File: config.mk
export PLATFORM = sky130hd
export DESIGN_NAME = engine_state_ctl
export DESIGN_NICKNAME = d
export VERILOG_FILES = /design/src/rtl/rpc_pkg.sv /design/src/rtl/rpc_legal.sv /design/src/rtl/rpc_settle.sv /design/src/rtl/rpc_gate.sv /design/src/rtl/engine_state_ctl.sv
export SDC_FILE = /design/constraint.sdc
export NUM_CORES = 1
export LEC_CHECK = 0
export ABC_AREA = 1
export BUFFER_PORTS_ARGS = -buffer_cell sky130_fd_sc_hd__buf_2
export CAP_MARGIN = 20
export CORE_AREA = 2 2 39 41
export DETAILED_ROUTE_END_ITERATION = 8
export DIE_AREA = 0 0 41 43
export HOLD_SLACK_MARGIN = 0.15
export PLACE_DENSITY_LB_ADDON = 0.12
export SYNTH_ARGS = -nofsm -noshare
export SYNTH_HDL_FRONTEND = slang
export SYNTH_HIERARCHICAL = 1
export SYNTH_SLANG_ARGS = --single-unit
export TNS_END_PERCENT = 100
File: constraint.sdc
create_clock -name clk -period 1.6 [get_ports clk]
set_clock_uncertainty 0.1 [all_clocks]
set_input_delay 0.24 -clock clk [delete_from_list [all_inputs] [get_ports clk]]
set_output_delay 0.24 -clock clk [all_outputs]
set_load 0.01 [all_outputs]
File: src/rtl/rpc_pkg.sv
package rpc_pkg;
    typedef enum logic [1:0] {
        ST_RESET = 2'b00,
        ST_RUN   = 2'b01,
        ST_PAUSE = 2'b11
    } run_state_e;

    localparam int STATUS_W = 5;
endpackage

File: src/rtl/rpc_legal.sv
module rpc_legal
    import rpc_pkg::*;
(
    input  run_state_e cur,
    input  logic [1:0] req,
    output logic       accept
);
    always_comb begin
        accept = 1'b0;
        unique case (cur)
            ST_RESET: accept = (req == 2'b01);
            ST_RUN:   accept = (req == 2'b00) || (req == 2'b11);
            ST_PAUSE: accept = (req == 2'b00) || (req == 2'b01);
            default:  accept = 1'b0;
        endcase
    end
endmodule

File: src/rtl/rpc_settle.sv
module rpc_settle #(
    parameter int SETTLE_CYC = 3
) (
    input  logic clk,
    input  logic rst_n,
    input  logic load,
    output logic idle
);
    localparam int CW = $clog2(SETTLE_CYC + 1);
    localparam logic [CW-1:0] LOAD_VAL = CW'(SETTLE_CYC);

    logic [CW-1:0] cnt_q;

    always_ff @(posedge clk or negedge rst_n) begin
        if (!rst_n) begin
            cnt_q <= '0;
        end else if (load) begin
            cnt_q <= LOAD_VAL;
        end else if (cnt_q != '0) begin
            cnt_q <= cnt_q - 1'b1;
        end
    end

    assign idle = (cnt_q == '0);

    // the window never exceeds its configured length
    a_r2_settle_bound: assert property (@(posedge clk) disable iff (!rst_n)
        cnt_q <= LOAD_VAL);

    // every accepted move opens a full window
    a_r2_settle_reload: assert property (@(posedge clk) disable iff (!rst_n)
        load |=> (cnt_q == LOAD_VAL));
endmodule

File: src/rtl/rpc_gate.sv
module rpc_gate
    import rpc_pkg::*;
(
    input  logic       clk,
    input  logic       rst_n,
    input  run_state_e st,
    input  logic       settled,
    input  logic       eng_idle,
    output logic       fetch_en,
    output logic       push_en,
    output logic       mst_rdy
);
    logic eng_idle_q;

    always_ff @(posedge clk or negedge rst_n) begin
        if (!rst_n) begin
            eng_idle_q <= 1'b0;
        end else begin
            eng_idle_q <= eng_idle;
        end
    end

    always_comb begin
        fetch_en = 1'b0;
        push_en  = 1'b0;
        unique case (st)
            ST_RUN: begin
                fetch_en = settled;
                push_en  = settled;
            end
            ST_RESET, ST_PAUSE: begin
                fetch_en = 1'b0;
                push_en  = 1'b0;
            end
            default: begin
                fetch_en = 1'b0;
                push_en  = 1'b0;
            end
        endcase
        mst_rdy = settled & eng_idle_q;
    end
endmodule

File: src/rtl/engine_state_ctl.sv
module engine_state_ctl
    import rpc_pkg::*;
#(
    parameter int SETTLE_CYC = 3
) (
    input  logic                clk,
    input  logic                rst_n,
    input  logic                st_wr_en,
    input  logic [1:0]          st_wr_code,
    input  logic                sw_reset,
    input  logic                eng_idle,
    output logic [STATUS_W-1:0] status,
    output logic                fetch_en,
    output logic                push_en,
    output logic                svc_clear
);
    run_state_e st_q, st_d;
    logic       legal, settled, take_wr, load, mst_rdy, clr_d, clr_q;

    rpc_legal u_legal (
        .cur    (st_q),
        .req    (st_wr_code),
        .accept (legal)
    );

    rpc_settle #(.SETTLE_CYC(SETTLE_CYC)) u_settle (
        .clk   (clk),
        .rst_n (rst_n),
        .load  (load),
        .idle  (settled)
    );

    rpc_gate u_gate (
        .clk      (clk),
        .rst_n    (rst_n),
        .st       (st_q),
        .settled  (settled),
        .eng_idle (eng_idle),
        .fetch_en (fetch_en),
        .push_en  (push_en),
        .mst_rdy  (mst_rdy)
    );

    assign take_wr = st_wr_en & settled & legal;
    assign load    = sw_reset | take_wr;

    always_comb begin
        st_d  = st_q;
        clr_d = 1'b0;
        if (sw_reset) begin
            st_d  = ST_RESET;
            clr_d = 1'b1;
        end else if (take_wr) begin
            st_d  = run_state_e'(st_wr_code);
            clr_d = (st_wr_code == 2'b00);
        end
    end

    always_ff @(posedge clk or negedge rst_n) begin
        if (!rst_n) begin
            st_q  <= ST_RESET;
            clr_q <= 1'b0;
        end else begin
            st_q  <= st_d;
            clr_q <= clr_d;
        end
    end

    assign status    = {mst_rdy, 1'b0, settled, st_q};
    assign svc_clear = clr_q;

    // PAUSE is reached only from RUN
    a_r4_pause_from_run: assert property (@(posedge clk) disable iff (!rst_n)
        (st_q == ST_PAUSE && $past(st_q) != ST_PAUSE) |-> ($past(st_q) == ST_RUN));

    // state is frozen while settling unless a software reset arrives
    a_r6_hold_while_busy: assert property (@(posedge clk) disable iff (!rst_n)
        (!settled && !sw_reset) |=> (st_q == $past(st_q)));

    // the engine moves only in a settled RUN state
    a_r7_fetch_only_run: assert property (@(posedge clk) disable iff (!rst_n)
        (fetch_en || push_en) |-> (st_q == ST_RUN && settled));

    // software reset lands in RESET with the window open and a clear pulse
    a_r8_soft_reset: assert property (@(posedge clk) disable iff (!rst_n)
        sw_reset |=> (st_q == ST_RESET && !settled && svc_clear));
endmodule

# Word level (Yosys, flattened, before mapping)
# Cells that the tools add are included.
[totals]
regBits = 6
latchBits = 0
ramBits = 0
romBits = 0
in_bits = 7
word_cells = 29
mem_count = 0
[classes]
add_sub_neg = 1
mul = 0
div = 0
magnitude_cmp = 0
n_eq_ne = 4
shifts = 0
n_mux = 8
bitwise = 4
reduce_logical = 8
[ops]
columns = ["operator", "n"]
rows = [
  ["2-to-1 mux 2 bit", 4],
  ["zero test 2 bit", 3],
  ["nonzero test 2 bit", 3],
  ["equality test 2 x 1 -> 1 bit, second input constant", 2],
  ["equality test 2 bit, second input constant", 2],
  ["bitwise AND 1 bit", 3],
  ["2-to-1 mux 1 bit", 3],
  ["case mux 1 bit (3 select lines)", 1],
  ["logical OR 1 bit", 2],
  ["subtractor 2 x 1 -> 2 bit, second input constant", 1],
  ["bitwise OR 1 bit", 1],
]

# Depth between registers and ports, before layout
# Gate-level depths: netlist of run 1.
[logic_depth]
depth_word = 6
mapped_depth = 9
ltp_nobuf = 9

# Modules after synthesis
# The synthesis of run 1 kept the hierarchy.
[modules_own_cells]
columns = ["mod", "instances", "cells_each", "area_each_um2"]
rows = [
  ["engine_state_ctl", 1, 22, 170.2],
  ["rpc_settle", 1, 14, 111.4],
  ["rpc_gate", 1, 6, 50.0],
  ["rpc_legal", 1, 13, 48.8],
]

# Worst setup path before layout of run 1
# Ideal clock, no wire load.
[synth_timing]
path_kind = "reg2out"
startpoint = "register u_settle.cnt_q[0]"
endpoint = "output push_en"
t_arrival_ns = 1.045
required_ns = 1.260
path_slack_ns = 0.215
path_stages_with_launch = 6
cell_sequence = "dfrtp_1 > inv_1 > ha_1 > nand2_1 > nor2_2 > buf_4"
[synth_via]
elab_chain_len = 2
[synth_rtl]
columns = ["item", "line", "rtl"]
rows = [
  ["start, declared", "rpc_settle.sv:12", "logic [CW-1:0] cnt_q;"],
  ["start signal, assigned", "rpc_settle.sv:20", "cnt_q <= cnt_q - 1'b1;"],
  ["zero test 2 bit", "rpc_settle.sv:24", "assign idle = (cnt_q == '0);"],
  ["via settled", "engine_state_ctl.sv:18", "logic legal, settled, take_wr, load, mst_rdy, clr_d, clr_q;"],
  ["2-to-1 mux 1 bit", "-", ""],
  ["end, declared", "engine_state_ctl.sv:14", "output logic push_en,"],
]
# The timed path passes the listed nets, and every way through them passes these cells.

# Worst setup path in the final report of run 1
[layout_timing]
startpoint = "register u_settle.cnt_q[0]"
endpoint = "output fetch_en"
[layout_via]
elab_chain_len = 2
[layout_rtl]
columns = ["item", "line", "rtl"]
rows = [
  ["zero test 2 bit", "rpc_settle.sv:24", ""],
  ["2-to-1 mux 1 bit", "rpc_gate.sv:26", "unique case (st)"],
  ["end, declared", "engine_state_ctl.sv:13", "output logic fetch_en,"],
]
# Every way passes these cells.

==> flow_summary.json, run 1 <==
{
  "required_ns": 1.26,
  "endpoint_kind": "output pin",
  "hold_path_class": "in -> reg",
  "drt_wl_total_um": 711,
  "cts_root_buf": "clkbuf_4",
  "via_per_inst": 3.88,
  "die_w_um": 41,
  "syn_avg_cell_area_sq_um": 6.92,
  "finalSetupViolations": 0,
  "synth_area_sq_um": 380,
  "cts_tree": "built",
  "die_h_um": 43,
  "crit_chain": "inv_1 -> ha_4 -> nand2_1 -> nor2_2 -> buf_2",
  "grt_pass1_vias": 321,
  "grt_pass1_wl_mm": 1.21,
  "crit_buf_inv": 2,
  "final_cell_mix": "16 x nand2_1, 13 x buf_2, 12 x inv_1",
  "cts_buffers": 3,
  "slew_violations": 0,
  "rows": 14,
  "synth_warnings": 6,
  "fillCellCount": 163,
  "core_area_sq_mm": 0.00138,
  "holdWs_ns": 0.163,
  "diodes": 0,
  "drt_first_pass_iters": 1,
  "r2r-start": "st_q[0]",
  "critPathTopFamily": "flip-flops",
  "ys_ff_latch": 6,
  "crit_path_start_kind": "flop",
  "syn2layout_area_growth_pct": 28.9,
  "synth_seq_area_share_pct": 39.5,
  "vias": 330,
  "crit_start": "u_settle/cnt_q[0]",
  "grt_overflow_total": 0,
  "hold_path_depth": 3,
  "period_share_pct": 94.8,
  "period_needed_ns": 1.52,
  "hold_end": "svc_clear",
  "fin_tns_setup_ns": 0,
  "drv_cap": 0,
  "cts_buffer_depth": 2,
  "r2r_cells": 9,
  "htree_levels": 1,
  "antenna_left": 0,
  "die_area_sq_mm": 0.00176,
  "top_level_ports": 15,
  "antenna_found_initial": 0,
  "cp_slowest_cell": "dfrtp_1",
  "crit_fanout": 7,
  "portBuffers": 13,
  "nNetsFinal": 79,
  "r2r_slack_ns": 0.32,
  "dpl.hpwl_um": 588,
  "status": "completed",
  "start_util_pct": 27.5,
  "clkTransAtPathRegs_ns": 0.05,
  "drc": 0,
  "clock-sinks": 6,
  "power.density_mw_per_mm2": 874,
  "routabilityCongestion": 0.640,
  "reg2reg_to": "u_settle/cnt_q[1]",
  "hold_viol": 0,
  "grt_start_max_net_pins": 8,
  "rsz0062_at_grt": "false",
  "slowest_delay_ns": 0.37,
  "totalPowerFinal_uw": 429,
  "max_freq_mhz": 659,
  "clk_latency_ns": 0.24,
  "p_leak_nw": 0.297,
  "post_drt_wl_per_cell_um": 8.36,
  "drtIter0Drc": 0,
  "mostFrequentLayoutCell": "nand2_1",
  "critPathArrivalTime_ns": 1.18,
  "drive_gt1_share_pct": 31.9,
  "post_synth_inst_count": 55,
  "holdCritStartpoint": "sw_reset",
  "criticalPathCategory": "reg -> out",
  "synth_fp_nets": 63,
  "ys_types": 13,
  "irDropWorstVdd_mv": 0.250,
  "track_usage_pct": 9.90
}
## report_power, final
part | switching, mW | internal, mW | total, mW
registers | 0.0128 | 0.169 | 0.182
clock network | 0.0513 | 0.0846 | 0.136
logic | 0.0624 | 0.0483 | 0.111
total | 0.127 | 0.302 | 0.429
## synth_stat cells (all sizes together)
master	instances	area, sq um
nand2	17	66.3
inv	13	48.8
nor2	7	28.8
dfrtp	6	150
nand3	5	35.0
buf	4	30.0
conb	1	3.75
ha	1	12.5
o21ai	1	5.00
## per-stage QoR
stage,area (sq um),utilization [%],setup slack (ns),std cells
after detailed placement,435,31.5,0.219,80
after CTS,480,34.7,0.0155,85
final,490,35.4,0.0833,85
after global routing,490,35.4,0.00544,85
after global placement,435,31.5,0.248,80
after floorplan,380,-,0.215,55
## flip-flops by register name, indices dropped and copies added (netlist names)
name / count
st_q: 2
svc_clear: 1
u_gate/eng_idle_q: 1
u_settle/cnt_q: 2
## final cells by class
| class | count | area [sq um] | share of cell area, % |
|---|---|---|---|
| clock buffer | 3 | 22.5 | 4.59 |
| inverter | 13 | 48.8 | 9.95 |
| multi-input combinational | 32 | 164 | 33.4 |
| sequential | 6 | 150 | 30.6 |
| tap | 16 | 20.0 | 4.08 |
| timing repair buffer | 15 | 85.1 | 17.3 |
## worst reg2reg max path: stages, from the launching register on
cell     delay (ns)
dfrtp_1        0.44
inv_1          0.06
nor2_1         0.08
nand2_1        0.06
nand2_1        0.05
nor2_1         0.04
nand3_2        0.10
nand2_2        0.07
inv_1          0.09
nand3_1        0.08
## repair_timing
item | in CTS | in global routing
setup buffers | 0 | 0
hold buffers | 2 | 0
endpoints found under the hold margin | 7 | 0
setup endpoints to repair | 2 | 2
resized for setup | 1 | 1
## metal layers
layer	vias to the layer above	GRT usage (%)	wire length, um
li1	181	-	-
met1	144	11.8	314
met2	5	15.6	377
met3	0	1.57	19
met4	0	6.00	0
met5	-	0	0
## worst max-delay path by stage
| stage | endpoint | slack (ns) | cells past startpoint |
|---|---|---|---|
| 3_5_place_dp | fetch_en | 0.22 | 5 |
| 4_1_cts | fetch_en | 0.02 | 5 |
| 3_3_place_gp | fetch_en | 0.25 | 5 |
| 2_1_floorplan | push_en | 0.22 | 5 |
| 5_1_grt | fetch_en | 0.005 | 5 |
| 6_report | fetch_en | 0.08 | 5 |
## cell families (layout without fill, tap and decap cells)
family | after synthesis | in the layout | share of synthesized area, %
AOI/OAI and AO/OA | 1 | 1 | 1.31
adders and majority gates | 1 | 1 | 3.29
buffers and inverters | 17 | 31 | 20.7
DFF | 6 | 6 | 39.5
other | 1 | 1 | 0.986
and+or+nand+nor | 29 | 29 | 34.2
Power figures use the tool's default switching activity.
==> inputs of run 2 (changes only) <==
--- a/config.mk
+++ b/config.mk
@@ -11,8 +11,9 @@
 export CORE_AREA = 2 2 39 41
 export DETAILED_ROUTE_END_ITERATION = 8
 export DIE_AREA = 0 0 41 43
+export GPL_ROUTABILITY_DRIVEN = 1
 export HOLD_SLACK_MARGIN = 0.15
-export PLACE_DENSITY_LB_ADDON = 0.12
+export PLACE_DENSITY_LB_ADDON = 0.3
 export SYNTH_ARGS = -nofsm -noshare
 export SYNTH_HDL_FRONTEND = slang
 export SYNTH_HIERARCHICAL = 1
==> flow_summary.json, run 2 (synthesized netlist as in run 1, its figures left out) <==
{
  "status": "completed",
  "core_area_sq_mm": 0.00138,
  "r2r_slack_ns": 0.32,
  "clock-sinks": 6,
  "vias": 344,
  "drv_cap": 0,
  "cts_buffer_depth": 2,
  "period_share_pct": 93.3,
  "final_cell_mix": "16 x nand2_1, 13 x buf_2, 11 x inv_1",
  "clk_latency_ns": 0.24,
  "drt_first_pass_iters": 1,
  "top_regs": "st_q (2), u_settle/cnt_q (2)",
  "die_w_um": 41,
  "die_area_sq_mm": 0.00176,
  "crit_fanout": 7,
  "finalSetupViolations": 0,
  "irDropWorstVdd_mv": 0.210,
  "criticalPathCategory": "reg -> out",
  "diodes": 0,
  "portBuffers": 13,
  "start_util_pct": 27.5,
  "top_level_ports": 15,
  "grt_pass1_vias": 311,
  "drc": 0,
  "grt_pass1_wl_mm": 1.08,
  "rows": 14,
  "r2r_cells": 9,
  "hold_path_depth": 4,
  "max_freq_mhz": 670,
  "syn2layout_area_growth_pct": 28.9,
  "hold_path_class": "in -> reg",
  "hold_viol": 0,
  "crit_path_start_kind": "flop",
  "mostFrequentLayoutCell": "nand2_1",
  "track_usage_pct": 9.10,
  "post_drt_wl_per_cell_um": 8.05,
  "slowest_delay_ns": 0.38,
  "rsz0062_at_grt": "false",
  "p_leak_nw": 0.296,
  "cp_slowest_cell": "dfrtp_1",
  "required_ns": 1.26,
  "hold_end": "st_q[1]",
  "fin_tns_setup_ns": 0,
  "crit_chain": "inv_2 -> ha_4 -> nand2_1 -> nor2_2 -> buf_2",
  "fillCellCount": 152,
  "cts_root_buf": "clkbuf_4",
  "drive_gt1_share_pct": 33.3,
  "period_needed_ns": 1.49,
  "antenna_found_initial": 0,
  "cts_tree": "built",
  "grt_start_max_net_pins": 8,
  "grt_overflow_total": 0,
  "via_per_inst": 4.05,
  "slew_violations": 0,
  "nNetsFinal": 79,
  "clkTransAtPathRegs_ns": 0.04,
  "post_cts_buffers": 0,
  "holdCritStartpoint": "sw_reset",
  "drtIter0Drc": 0,
  "cts_buffers": 3,
  "critPathArrivalTime_ns": 1.15,
  "r2r-start": "st_q[0]",
  "final_core_util_pct": 35.4,
  "dpl.hpwl_um": 540,
  "routabilityCongestion": 0.729,
  "htree_levels": 1,
  "crit_start": "u_settle/cnt_q[0]",
  "antenna_left": 0,
  "die_h_um": 43,
  "reg2reg_to": "u_settle/cnt_q[1]",
  "power.density_mw_per_mm2": 875,
  "drt_wl_total_um": 684,
  "endpoint_kind": "output pin"
}
[run 2: per-stage QoR]
step | worst slack, ns | hold WS [ns] | power (mW) | instances | cell area (sq um)
finish | 0.108 | 0.178 | 0.429 | 85 | 490
global route | 0.00643 | 0.197 | 0.464 | 85 | 490
CTS | 0.000489 | 0.174 | 0.426 | 85 | 480
detailed placement | 0.202 | -0.0316 | 0.280 | 80 | 435
global placement | 0.261 | -0.0334 | 0.280 | 80 | 435
floorplan | 0.215 | -0.156 | 0.254 | 55 | 380
[run 2: layout make-up]
cell class | count | area [sq um] | area share [%]
multi-input cells | 32 | 164 | 33.4
well taps | 16 | 20.0 | 4.08
clock buffers | 3 | 22.5 | 4.59
inverters | 13 | 48.8 | 9.95
flip-flops and latches | 6 | 150 | 30.6
repair buffers | 15 | 85.1 | 17.3
[run 2: repair_timing]
action                                  in CTS  in global routing
hold endpoints to repair                     7                  0
hold buffers                                 2                  0
endpoints found under the setup margin       2                  3
resized for setup                            1                  2
[run 2: critical path: cells and delay by family (launching register included)]
family	cells	cell delay [ns]
simple gates	2	0.16
buf+inv	2	0.21
flops	1	0.38
fa+ha+maj	1	0.17
[run 2: per-layer routing]
layer  share of wire [%]  global-route usage [%]  up-vias
li1                    -                       -      182
met1                  41                    10.2      156
met2                  57                    13.8        6
met3                 1.8                    1.57        0
met4                   0                    8.00        0
met5                   0                       0        -
[run 2: where the power goes]
group          total [mW]  switching, mW  leakage (nW)  internal, mW
combinational       0.113         0.0634         0.212        0.0493
clock               0.135         0.0507        0.0138        0.0846
sequential          0.181         0.0121        0.0701         0.169
total               0.429          0.126         0.296         0.303
[run 2: worst max-delay path by stage]
| stage | cells past startpoint | slack, ns | endpoint |
|---|---|---|---|
| after floorplan | 5 | 0.22 | push_en |
| after global placement | 5 | 0.26 | fetch_en |
| after detailed placement | 5 | 0.20 | push_en |
| after CTS | 5 | 0.0005 | push_en |
| after global routing | 5 | 0.006 | push_en |
| final | 5 | 0.11 | push_en |
==> inputs of run 3 (changes only) <==
==> constraint.sdc (replaced) <==
create_clock -name clk -period 1.6 [get_ports clk]
set_clock_uncertainty 0.1 [all_clocks]
set_input_delay 0.24 -clock clk [delete_from_list [all_inputs] [get_ports clk]]
set_output_delay 0.24 -clock clk [all_outputs]
set_load 0.02 [all_outputs]
==> flow_summary.json, run 3 (synthesized netlist as in run 1, its figures left out) <==
{
  "finalSetupViolations": 0,
  "crit_chain": "inv_2 -> ha_4 -> nand2_1 -> nor2_2 -> buf_4",
  "required_ns": 1.26,
  "htree_levels": 1,
  "crit_buf_inv": 2,
  "die_w_um": 41,
  "dpl.hpwl_um": 542,
  "hold_end": "st_q[1]",
  "track_usage_pct": 9.51,
  "holdCritStartpoint": "sw_reset",
  "max_freq_mhz": 671,
  "drc": 0,
  "mostFrequentLayoutCell": "nand2_1",
  "placedCellCount": 80,
  "antenna_left": 0,
  "syn2layout_area_growth_pct": 34.2,
  "cts_buffers": 3,
  "power.density_mw_per_mm2": 878,
  "status": "completed",
  "critPathTopFamily": "flip-flops",
  "diodes": 0,
  "drtIter0Drc": 4,
  "cts_tree": "built",
  "crit_path_start_kind": "flop",
  "irDropWorstVdd_mv": 0.271,
  "criticalPathCategory": "reg -> out",
  "start_util_pct": 27.5,
  "multi_input_area_sq_um": 164,
  "clock-sinks": 6,
  "crit_fanout": 6,
  "cts_root_buf": "clkbuf_4",
  "die_h_um": 43,
  "grt_overflow_total": 0,
  "endpoint_kind": "output pin",
  "r2r_slack_ns": 0.34,
  "slowest_delay_ns": 0.38,
  "core_area_sq_mm": 0.00138,
  "top_regs": "st_q (2), u_settle/cnt_q (2)",
  "hold_viol": 0,
  "rows": 14,
  "grt_start_max_net_pins": 8,
  "clkTransAtPathRegs_ns": 0.04,
  "cp_slowest_cell": "dfrtp_1",
  "critPathArrivalTime_ns": 1.15,
  "clk_latency_ns": 0.23,
  "drt_first_pass_iters": 2,
  "routabilityCongestion": 0.730,
  "portBuffers": 13,
  "grt_pass1_vias": 320,
  "rsz0062_at_grt": "false",
  "reg2reg_to": "u_settle/cnt_q[1]",
  "r2r_cells": 9,
  "die_area_sq_mm": 0.00176,
  "top_level_ports": 15,
  "pre_cts_slack_ns": 0.183,
  "nNetsFinal": 81,
  "period_needed_ns": 1.49,
  "r2r-start": "st_q[0]",
  "drv_cap": 0,
  "p_leak_nw": 0.304,
  "seq_area_sq_um": 150,
  "slew_violations": 0,
  "fillCellCount": 159,
  "drt_wl_total_um": 695,
  "hold_path_depth": 4,
  "stdcell_count": 87,
  "cts_buffer_depth": 2,
  "post_drt_wl_per_cell_um": 7.99,
  "crit_start": "u_settle/cnt_q[1]",
  "drive_gt1_share_pct": 36.6,
  "antenna_found_initial": 0,
  "final_cell_mix": "16 x nand2_1, 11 x buf_2, 10 x inv_1",
  "vias": 346,
  "setup_ws_ns": 0.109,
  "period_share_pct": 93.2,
  "hold_path_class": "in -> reg",
  "via_per_inst": 3.98,
  "fin_tns_setup_ns": 0,
  "grt_pass1_wl_mm": 1.12
}
run 3: cell count changes in the layout (fill, tap and decap cells not counted), sizes merged:
cell  change
buf       +2
run 3: repair_timing:
item	in CTS	in global routing
hold buffers	2	0
endpoints found under the setup margin	3	3
buffers inserted	0	2
endpoints found under the hold margin	7	0
pin swaps	0	1
resized for setup	2	4
run 3: layout make-up:
cell class / count / area share (%)
clock buffers: 3 / 4.41
inverters: 13 / 9.56
multi-input cells: 32 / 32.1
flip-flops and latches: 6 / 29.4
well taps: 16 / 3.92
repair buffers: 17 / 20.6
run 3: worst register-to-register path, delay by kind of cell, from the launching register on:
family	cells	cell delay [ns]
AND/OR/NAND/NOR	7	0.48
flip-flops	1	0.42
buffers and inverters	2	0.15
run 3: metal layers:
metal | global-route usage [%] | up-vias | routed length [um]
met5 | 0 | - | 0
met4 | 8.00 | 0 | 0
met3 | 1.57 | 0 | 15
met2 | 15.3 | 4 | 379
met1 | 9.90 | 155 | 301
li1 | - | 187 | -
run 3: power by group:
| part | internal (mW) | switching [mW] | total, mW |
|---|---|---|---|
| sequential | 0.169 | 0.0139 | 0.183 |
| combinational | 0.0575 | 0.0757 | 0.133 |
| clock | 0.0844 | 0.0475 | 0.132 |
| total | 0.311 | 0.137 | 0.448 |
run 3: worst max path at each step:
stage	end	cells after the start	slack, ns
after detailed placement	push_en	5	0.18
final	push_en	5	0.11
after global routing	push_en	5	0.02
after global placement	fetch_en	5	0.23
after CTS	push_en	5	0.02
after floorplan	push_en	5	0.09
run 3: stage by stage:
step	power [mW]	util (%)	area [sq um]	hold slack (ns)
4_1_cts	0.442	35.4	490	0.184
6_report	0.448	36.9	510	0.189
2_1_floorplan	0.264	-	380	-0.156
3_3_place_gp	0.289	31.5	435	-0.0334
5_1_grt	0.484	36.9	510	0.204
3_5_place_dp	0.290	31.5	435	-0.0306
